`config.mk`:
```
export PLATFORM = sky130hd
export DESIGN_NAME = serial_frame_rx
export DESIGN_NICKNAME = d
export VERILOG_FILES = /design/src/rtl/sfr_pkg.sv /design/src/rtl/sfr_tick_gen.sv /design/src/rtl/sfr_sync.sv /design/src/rtl/sfr_frame_fsm.sv /design/src/rtl/sfr_hold_buf.sv /design/src/rtl/serial_frame_rx.sv
export SDC_FILE = /design/constraint.sdc
export NUM_CORES = 1
export LEC_CHECK = 0
export BUFFER_PORTS_ARGS = -buffer_cell sky130_fd_sc_hd__buf_2
export CAP_MARGIN = 20
export CORE_MARGIN = 4
export CORE_UTILIZATION = 50
export CTS_CLUSTER_DIAMETER = 30
export DETAILED_ROUTE_END_ITERATION = 10
export GPL_ROUTABILITY_DRIVEN = 0
export HOLD_SLACK_MARGIN = 0.1
export MAX_ROUTING_LAYER = met4
export PLACE_DENSITY = 0.7
export SYNTH_ARGS = -nofsm -noshare
export SYNTH_HDL_FRONTEND = slang
export SYNTH_HIERARCHICAL = 1
export SYNTH_SLANG_ARGS = --single-unit
```
`constraint.sdc`:
```
create_clock -name clk -period 4.5 [get_ports clk]
set_clock_uncertainty 0.15 [all_clocks]
set_input_delay 0.9 -clock clk [delete_from_list [all_inputs] [get_ports clk]]
set_output_delay 0.9 -clock clk [all_outputs]
set_load 0.01 [all_outputs]
```
`src/rtl/sfr_pkg.sv`:
```
package sfr_pkg;

   localparam int CHAR_W = 9;

   typedef enum logic [2:0] {
      ST_IDLE,
      ST_START,
      ST_DATA,
      ST_PAR,
      ST_STOP
   } rx_state_t;

   typedef struct packed {
      logic [CHAR_W-1:0] data;
      logic              fe;
      logic              pe;
   } rx_char_t;

   // size code to number of data bits; reserved codes act as 8
   function automatic logic [3:0] char_bits(input logic [2:0] code);
      case (code)
         3'b000:  char_bits = 4'd5;
         3'b001:  char_bits = 4'd6;
         3'b010:  char_bits = 4'd7;
         3'b111:  char_bits = 4'd9;
         default: char_bits = 4'd8;
      endcase
   endfunction

endpackage

```
`src/rtl/sfr_tick_gen.sv`:
```
module sfr_tick_gen #(
   parameter int DIV_W = 12
) (
   input  logic             clk,
   input  logic             rst_n,
   input  logic             en,
   input  logic [DIV_W-1:0] divisor,
   output logic             tick
);

   logic [DIV_W-1:0] cnt_q;

   assign tick = en && (cnt_q == '0);

   always_ff @(posedge clk or negedge rst_n) begin
      if (!rst_n)        cnt_q <= '0;
      else if (!en)      cnt_q <= '0;
      else if (cnt_q == '0) cnt_q <= divisor;
      else               cnt_q <= cnt_q - 1'b1;
   end

   // two ticks in a row only when the divisor is zero
   p_tick_spacing_r12: assert property (@(posedge clk) disable iff (!rst_n)
      (tick && divisor != '0) |=> !tick);

endmodule

```
`src/rtl/sfr_sync.sv`:
```
module sfr_sync #(
   parameter int STAGES = 2
) (
   input  logic clk,
   input  logic rst_n,
   input  logic din,
   output logic dout
);

   generate
      if (STAGES == 0) begin : g_pass
         assign dout = din;
      end else begin : g_chain
         logic [STAGES-1:0] q;
         always_ff @(posedge clk or negedge rst_n) begin
            if (!rst_n) q <= '1;
            else if (STAGES == 1) q <= din;
            else q <= {q[STAGES-2:0], din};
         end
         assign dout = q[STAGES-1];
      end
   endgenerate

endmodule

```
`src/rtl/sfr_frame_fsm.sv`:
```
module sfr_frame_fsm
   import sfr_pkg::*;
#(
   parameter int OVS = 16
) (
   input  logic       clk,
   input  logic       rst_n,
   input  logic       en,
   input  logic       tick,
   input  logic       line,
   input  logic [2:0] size_sel,
   input  logic [1:0] parity_sel,
   output logic       done,
   output rx_char_t   rx_char
);

   localparam int PW   = $clog2(OVS);
   localparam int MID  = OVS / 2;
   localparam logic [PW-1:0] PH_V0   = PW'(MID - 1);
   localparam logic [PW-1:0] PH_V1   = PW'(MID);
   localparam logic [PW-1:0] PH_DEC  = PW'(MID + 1);
   localparam logic [PW-1:0] PH_LAST = PW'(OVS - 1);

   rx_state_t         st_q;
   logic [PW-1:0]     phase_q;
   logic [1:0]        votes_q;
   logic              prev_q;
   logic [3:0]        idx_q;
   logic [CHAR_W-1:0] sh_q;
   logic              par_q, fe_q, pe_q;

   logic       vbit;
   logic       par_on;
   logic [3:0] nbits;

   assign vbit   = (votes_q + {1'b0, line}) >= 2'd2;
   assign par_on = parity_sel[1];
   assign nbits  = char_bits(size_sel);

   always_ff @(posedge clk or negedge rst_n) begin
      if (!rst_n) begin
         st_q <= ST_IDLE; phase_q <= '0; votes_q <= '0; prev_q <= 1'b1;
         idx_q <= '0; sh_q <= '0; par_q <= 1'b0; fe_q <= 1'b0; pe_q <= 1'b0;
         done <= 1'b0;
      end else if (!en) begin
         st_q <= ST_IDLE; phase_q <= '0; votes_q <= '0; prev_q <= 1'b1;
         done <= 1'b0;
      end else begin
         done <= 1'b0;
         if (tick) begin
            if (st_q == ST_IDLE) begin
               prev_q <= line;
               if (prev_q && !line) begin
                  st_q    <= ST_START;
                  phase_q <= PW'(1);
                  votes_q <= '0;
                  sh_q    <= '0;
               end
            end else begin
               phase_q <= phase_q + 1'b1;
               if (phase_q == PH_V0 || phase_q == PH_V1)
                  votes_q <= votes_q + {1'b0, line};
               if (phase_q == PH_DEC) begin
                  case (st_q)
                     ST_START: if (vbit) st_q <= ST_IDLE;
                     ST_DATA:  sh_q[idx_q] <= vbit;
                     ST_PAR:   par_q <= vbit;
                     ST_STOP: begin
                        done   <= 1'b1;
                        fe_q   <= !vbit;
                        pe_q   <= par_on && (par_q != ((^sh_q) ^ parity_sel[0]));
                        st_q   <= ST_IDLE;
                        prev_q <= line;
                     end
                     default: st_q <= ST_IDLE;
                  endcase
               end
               if (phase_q == PH_LAST) begin
                  votes_q <= '0;
                  case (st_q)
                     ST_START: begin st_q <= ST_DATA; idx_q <= '0; end
                     ST_DATA: begin
                        if (idx_q == nbits - 1'b1) st_q <= par_on ? ST_PAR : ST_STOP;
                        else idx_q <= idx_q + 1'b1;
                     end
                     ST_PAR:  st_q <= ST_STOP;
                     default: ;
                  endcase
               end
            end
         end
      end
   end

   assign rx_char.data = sh_q;
   assign rx_char.fe   = fe_q;
   assign rx_char.pe   = pe_q;

   p_idle_when_off_r10: assert property (@(posedge clk) disable iff (!rst_n)
      !en |=> (st_q == ST_IDLE && !done));
   p_done_single_r5: assert property (@(posedge clk) disable iff (!rst_n)
      done |=> !done);

endmodule

```
`src/rtl/sfr_hold_buf.sv`:
```
module sfr_hold_buf
   import sfr_pkg::*;
(
   input  logic     clk,
   input  logic     rst_n,
   input  logic     en,
   input  logic     wr,
   input  rx_char_t wr_char,
   input  logic     rd,
   output rx_char_t q_char,
   output logic     valid,
   output logic     ovr
);

   logic pop;
   assign pop = rd && valid;

   always_ff @(posedge clk or negedge rst_n) begin
      if (!rst_n) begin
         q_char <= '0; valid <= 1'b0; ovr <= 1'b0;
      end else if (!en) begin
         q_char <= '0; valid <= 1'b0; ovr <= 1'b0;
      end else if (wr) begin
         if (valid && !pop) begin
            ovr <= 1'b1;
         end else begin
            q_char <= wr_char; valid <= 1'b1; ovr <= 1'b0;
         end
      end else if (pop) begin
         q_char.fe <= 1'b0; q_char.pe <= 1'b0; valid <= 1'b0; ovr <= 1'b0;
      end
   end

   p_pop_empties_r9: assert property (@(posedge clk) disable iff (!rst_n)
      (en && rd && valid && !wr) |=> (!valid && !ovr));
   p_flush_r10: assert property (@(posedge clk) disable iff (!rst_n)
      !en |=> (!valid && !ovr && !q_char.fe && !q_char.pe));
   p_ovr_keeps_r7: assert property (@(posedge clk) disable iff (!rst_n)
      (en && wr && valid && !rd) |=> (ovr && valid && $stable(q_char.data)));

endmodule

```
`src/rtl/serial_frame_rx.sv`:
```
module serial_frame_rx
   import sfr_pkg::*;
#(
   parameter int DIV_W       = 12,
   parameter int OVS         = 16,
   parameter int SYNC_STAGES = 2
) (
   input  logic             clk,
   input  logic             rst_n,
   input  logic             rx_en,
   input  logic [2:0]       size_sel,
   input  logic [1:0]       parity_sel,
   input  logic             stop_sel,
   input  logic [DIV_W-1:0] divisor,
   input  logic             irq_en,
   input  logic             rxd,
   input  logic             rd_low,
   output logic [7:0]       data_low,
   output logic             data_hi,
   output logic             frame_err,
   output logic             parity_err,
   output logic             overrun,
   output logic             rx_done,
   output logic             irq
);

   generate
      if (OVS < 8 || (OVS & (OVS - 1)) != 0) begin : g_bad_ovs
         $error("OVS must be a power of two of at least 8");
      end
      if (DIV_W < 1 || DIV_W > 16) begin : g_bad_div
         $error("DIV_W out of range");
      end
   endgenerate

   // the receiver does not use the stop-count setting
   logic unused_stop;
   assign unused_stop = stop_sel;

   logic     tick, line_s, done;
   rx_char_t rx_char, held;
   logic     valid, ovr;

   sfr_tick_gen #(.DIV_W(DIV_W)) u_tick (
      .clk(clk), .rst_n(rst_n), .en(rx_en), .divisor(divisor), .tick(tick));

   sfr_sync #(.STAGES(SYNC_STAGES)) u_sync (
      .clk(clk), .rst_n(rst_n), .din(rxd), .dout(line_s));

   sfr_frame_fsm #(.OVS(OVS)) u_fsm (
      .clk(clk), .rst_n(rst_n), .en(rx_en), .tick(tick), .line(line_s),
      .size_sel(size_sel), .parity_sel(parity_sel), .done(done), .rx_char(rx_char));

   sfr_hold_buf u_buf (
      .clk(clk), .rst_n(rst_n), .en(rx_en), .wr(done), .wr_char(rx_char),
      .rd(rd_low), .q_char(held), .valid(valid), .ovr(ovr));

   assign data_low   = held.data[7:0];
   assign data_hi    = held.data[8];
   assign frame_err  = held.fe;
   assign parity_err = held.pe;
   assign overrun    = ovr;
   assign rx_done    = valid;
   assign irq        = valid && irq_en;

   p_irq_follows_r8: assert property (@(posedge clk) disable iff (!rst_n)
      (irq_en && done && !valid) |=> irq);

endmodule

```
==> impl_metrics.prom <==
# TYPE chip_impl_metric gauge
chip_impl_info{name="outcome",value="complete, no violations"} 1
chip_impl_metric{name="ys_ff_latch",unit=""} 54
chip_impl_metric{name="tritoncts_num_sinks",unit=""} 54
chip_impl_metric{name="grt.overflow.total",unit=""} 0
chip_impl_metric{name="post-cts-setup-buffers",unit=""} 0
chip_impl_metric{name="path_max_fanout",unit=""} 12
chip_impl_info{name="type_of_the_worst_setup_path",value="reg2reg"} 1
chip_impl_metric{name="drc",unit=""} 0
chip_impl_metric{name="p_leak",unit="nW"} 1.561
chip_impl_metric{name="worstRegToRegCells",unit=""} 8
chip_impl_metric{name="die_height",unit="um"} 87.38
chip_impl_metric{name="cp_num_buf_inv",unit=""} 1
chip_impl_metric{name="setup_viol",unit=""} 0
chip_impl_metric{name="switching_share_of_power",unit="%"} 36.22
chip_impl_metric{name="internal_power",unit="uW"} 833.4
chip_impl_metric{name="critical_path_cell_count",unit=""} 8
chip_impl_info{name="rsz_0062_raised_after_global_routing",value="false"} 1
chip_impl_metric{name="vias",unit=""} 2532
chip_impl_metric{name="seqPwrFrac",unit="%"} 46.0
chip_impl_metric{name="layout-drive-gt1-share",unit="%"} 19.84
chip_impl_metric{name="max_stage_delay",unit="ns"} 0.79
chip_impl_metric{name="n_fill_cell",unit=""} 551
chip_impl_metric{name="mappedNetlistNets",unit=""} 371
chip_impl_metric{name="io_pins",unit=""} 38
chip_impl_metric{name="cell_count_after_synthesis",unit=""} 337
chip_impl_metric{name="max-vdd-ir-drop",unit="mV"} 0.2502
chip_impl_metric{name="io_buffer_count",unit=""} 36
chip_impl_metric{name="grt_pass1_vias",unit=""} 2409
chip_impl_metric{name="post_layout_nonfiller_instances",unit=""} 448
chip_impl_metric{name="synth.yosys.seq_area_share",unit="%"} 43.01
chip_impl_metric{name="max_slew.worst_pin.slew",unit="ns"} 0.8246
chip_impl_metric{name="pin_count_of_the_biggest_net_entering_global_routing",unit=""} 55
chip_impl_metric{name="numPlacedInstances",unit=""} 440
chip_impl_metric{name="first_pass_iters",unit=""} 4
chip_impl_metric{name="syn_avg_cell_area",unit="sq um"} 9.349
chip_impl_metric{name="switchingPower",unit="uW"} 473.3
chip_impl_info{name="endpoint_kind",value="register"} 1
chip_impl_metric{name="floorplan.die.width",unit="um"} 87.38
chip_impl_info{name="r2r_path_start",value="u_tick/cnt_q[7]$_DFF_PN0_"} 1
chip_impl_metric{name="yosys.cell_types.count",unit=""} 60
chip_impl_info{name="start_kind",value="register"} 1
chip_impl_metric{name="post_drt_wl_per_cell",unit="um"} 14.56
chip_impl_metric{name="reg2reg_slack",unit="ns"} 0.69
chip_impl_metric{name="wl",unit="um"} 6524
chip_impl_metric{name="slew_viol_final",unit=""} 0
chip_impl_metric{name="std_cell_rows",unit=""} 28
chip_impl_metric{name="cts_h_tree_depth",unit=""} 2
chip_impl_metric{name="period_minus_slack",unit="ns"} 3.813
chip_impl_metric{name="crit_arrival",unit="ns"} 3.92
chip_impl_metric{name="cts_buffer_depth",unit=""} 2
chip_impl_metric{name="cts_resized",unit=""} 0
chip_impl_metric{name="grt_first_pass_wirelength",unit="um"} 11160
chip_impl_metric{name="dieArea",unit="sq um"} 7635
chip_impl_metric{name="number_of_enable_flip_flop_cells_after_synthesis",unit=""} 0
chip_impl_metric{name="fmaxAchievable",unit="MHz"} 262.3
chip_impl_metric{name="area_growth_syn_to_layout",unit="%"} 10.72
chip_impl_metric{name="area_of_the_core",unit="sq um"} 6026
chip_impl_metric{name="final.period_utilization",unit="%"} 84.73
chip_impl_metric{name="multiInputGateArea",unit="sq um"} 1683
chip_impl_metric{name="insertion_delay",unit="ns"} 0.31
chip_impl_info{name="critical_path_cell_sequence",value="or4_4 -> or4b_4 -> nor4_1 -> buf_4 -> o21a_1 -> o2111ai_1 -> nor4b_1 -> a21bo_2"} 1
chip_impl_metric{name="dp_hpwl",unit="um"} 4582
chip_impl_info{name="synth_ff_type",value="sky130_fd_sc_hd__dfrtp_1"} 1
chip_impl_metric{name="synth.yosys.warnings",unit=""} 6
chip_impl_metric{name="final_non_filler_cell_area",unit="sq um"} 3488
chip_impl_metric{name="cts.reportedPaths.clkPinSlew",unit="ns"} 0.10
chip_impl_info{name="synth.top_cells.by_area",value="sky130_fd_sc_hd__dfrtp_1 (41%), sky130_fd_sc_hd__nand2_1 (5.2%), sky130_fd_sc_hd__mux2i_1 (4.1%)"} 1
chip_impl_info{name="reg2reg_to",value="u_fsm/sh_q[6]$_DFFE_PN0P_"} 1
chip_impl_metric{name="synthesis.area",unit="sq um"} 3151
chip_impl_metric{name="cts_hold_repair.buffers",unit=""} 0
chip_impl_metric{name="post_synth_top_area_share",unit="%"} 40.51
chip_impl_metric{name="initial_standard_cell_utilization_of_the_core",unit="%"} 52.28
chip_impl_metric{name="detailed_place.area",unit="sq um"} 3395
chip_impl_info{name="synth_largest_area_cell",value="sky130_fd_sc_hd__dfrtp_1"} 1
chip_impl_info{name="worst_setup_path_startpoint",value="u_tick/cnt_q[7]$_DFF_PN0_"} 1
chip_impl_info{name="cpLargestDelayFamily",value="simple AND/OR/NAND/NOR gates"} 1
chip_impl_metric{name="p_per_area",unit="nW/um^2"} 374.6
chip_impl_metric{name="gr-usage-all-layers",unit="%"} 18.53
chip_impl_metric{name="synthArstFlopShare",unit="%"} 100.0
chip_impl_metric{name="cts_made_buffers",unit=""} 5
chip_impl_metric{name="final_net_count",unit=""} 406
chip_impl_metric{name="worstPathRequired",unit="ns"} 4.61
chip_impl_metric{name="share_clk_of_total_power",unit="%"} 21.7
chip_impl_metric{name="drt-initial-drc-count",unit=""} 104
chip_impl_info{name="cts_tree",value="done"} 1
chip_impl_metric{name="hold_viol",unit=""} 0
chip_impl_metric{name="area.sequential",unit="sq um"} 1355
chip_impl_metric{name="finalSetupTns",unit="ns"} 0
chip_impl_metric{name="share_comb_of_total_power",unit="%"} 32.3
chip_impl_metric{name="drv_cap",unit=""} 0
chip_impl_info{name="worst_min_delay_path_category",value="reg2reg"} 1
chip_impl_info{name="clock-root-buffer",value="sky130_fd_sc_hd__clkbuf_8"} 1
chip_impl_info{name="critical_path_destination",value="u_fsm/sh_q[6]$_DFFE_PN0P_"} 1
chip_impl_metric{name="postRouteAntennaNets",unit=""} 0
chip_impl_metric{name="vias_per_cell",unit=""} 5.652
chip_impl_metric{name="slew-limit-headroom",unit="%"} 44.97
chip_impl_info{name="critPathSlowestCell",value="sky130_fd_sc_hd__nor4b_1"} 1
chip_impl_metric{name="diodes",unit=""} 0
chip_impl_metric{name="number_of_antenna_violations_at_the_first_check_in_global_routing",unit=""} 0
-- sequential cells by signal (all words and copies together), names as in the netlist, 2 cells and up --
name              flops
u_buf/q_char         11
u_fsm/idx_q           4
u_fsm/phase_q         4
u_fsm/sh_q            9
u_fsm/st_q            3
u_fsm/votes_q         2
u_sync/g_chain.q      2
u_tick/cnt_q         12
-- placed cells by master (no fill, tap or decap), drive strengths merged, types with 7 or more instances in the layout --
master  instances
dfrtp          51
nand2          44
buf            41
nor2           27
o21ai          23
a21oi          17
xnor2          14
mux2i          13
inv            13
ha             10
nor3            8
a21bo           8
nor2b           8
nand3           7
-- power groups by stage --
stage,Clock [mW],Sequential [mW],Combinational [mW]
3_3_place_gp,0,0.606,0.410
2_1_floorplan,0,0.590,0.336
3_5_place_dp,0,0.609,0.419
5_1_grt,0.318,0.612,0.474
6_report,0.284,0.601,0.422
4_1_cts,0.297,0.600,0.423
-- worst min-delay path by stage --
stage | endpoint | cells past startpoint | slack (ns) | from
CTS | u_sync/g_chain.q[1]$_DFF_PN1_ | 0 | 0.21 | u_sync/g_chain.q[0]$_DFF_PN1_
detailed placement | u_sync/g_chain.q[1]$_DFF_PN1_ | 0 | 0.20 | u_sync/g_chain.q[0]$_DFF_PN1_
global placement | u_sync/g_chain.q[1]$_DFF_PN1_ | 0 | 0.20 | u_sync/g_chain.q[0]$_DFF_PN1_
finish | u_sync/g_chain.q[1]$_DFF_PN1_ | 0 | 0.21 | u_sync/g_chain.q[0]$_DFF_PN1_
floorplan | u_sync/g_chain.q[1]$_DFF_PN1_ | 0 | 0.20 | u_sync/g_chain.q[0]$_DFF_PN1_
global route | u_sync/g_chain.q[1]$_DFF_PN1_ | 0 | 0.21 | u_sync/g_chain.q[0]$_DFF_PN1_
-- cell usage after synthesis (all sizes together), types with 2 or more instances --
cell     count
a211oi       4
a21bo        8
a21oi       17
a221oi       2
a31oi        3
and2         6
and2b        2
and3         6
buf          6
clkbuf       7
dfrtp       51
dfstp        3
ha          10
inv         12
mux2         4
mux2i       13
nand2       44
nand2b       4
nand3        7
nand4        2
nor2        27
nor2b        8
nor3         8
nor3b        2
nor4         3
nor4b        2
o2111ai      2
o21a         3
o21ai       23
o221a        2
o22ai        3
o31ai        6
or3          4
or4          3
xnor2       14
xor2         3
-- final cells by class --
class / instances / share of cell area (%)
sequential: 54 / 38.85
tap: 75 / 2.690
inverter: 12 / 1.291
timing repair buffer: 41 / 6.241
multi-input combinational: 258 / 48.24
clock buffer: 5 / 1.973
clock inverter: 3 / 0.7174
-- per-layer routing --
layer | vias up | routed length [um] | track usage (%)
li1 | 1270 | - | -
met1 | 1206 | 3265 | 25.73
met2 | 52 | 2933 | 28.22
met3 | 4 | 272 | 3.311
met4 | 0 | 52 | 4.463
met5 | - | 0 | -
-- worst reg2reg max path, cell delays in order, from the launching register on --
cell	delay (ns)
sky130_fd_sc_hd__dfrtp_1	0.42
sky130_fd_sc_hd__or4_4	0.56
sky130_fd_sc_hd__or4b_4	0.55
sky130_fd_sc_hd__nor4_1	0.26
sky130_fd_sc_hd__buf_4	0.21
sky130_fd_sc_hd__o21a_1	0.16
sky130_fd_sc_hd__o2111ai_1	0.42
sky130_fd_sc_hd__nor4b_1	0.79
sky130_fd_sc_hd__a21bo_2	0.24
-- through the flow --
stage	setup slack, ns	hold WS (ns)	util (%)	power, mW
global placement	0.8466	0.1967	56.33	1.016
finish	0.6872	0.2104	57.89	1.307
CTS	0.7453	0.2127	57.89	1.319
floorplan	1.180	0.1952	-	0.9264
detailed placement	0.8031	0.1975	56.33	1.029
global route	0.4998	0.2139	57.89	1.404
-- cells by family (layout without fill, tap and decap cells) --
family          Yosys count  count (layout)  share of synthesized area [%]
xor+xnor                 17              17                          4.726
flops                    54              54                          43.01
fa+ha+maj                10              10                          3.971
mux                      17              17                          5.560
buf+inv                  25              61                          3.574
compound gates           82              82                          17.67
simple gates            132             132                          21.49
No activity file was read; power rests on OpenSTA's default activity.
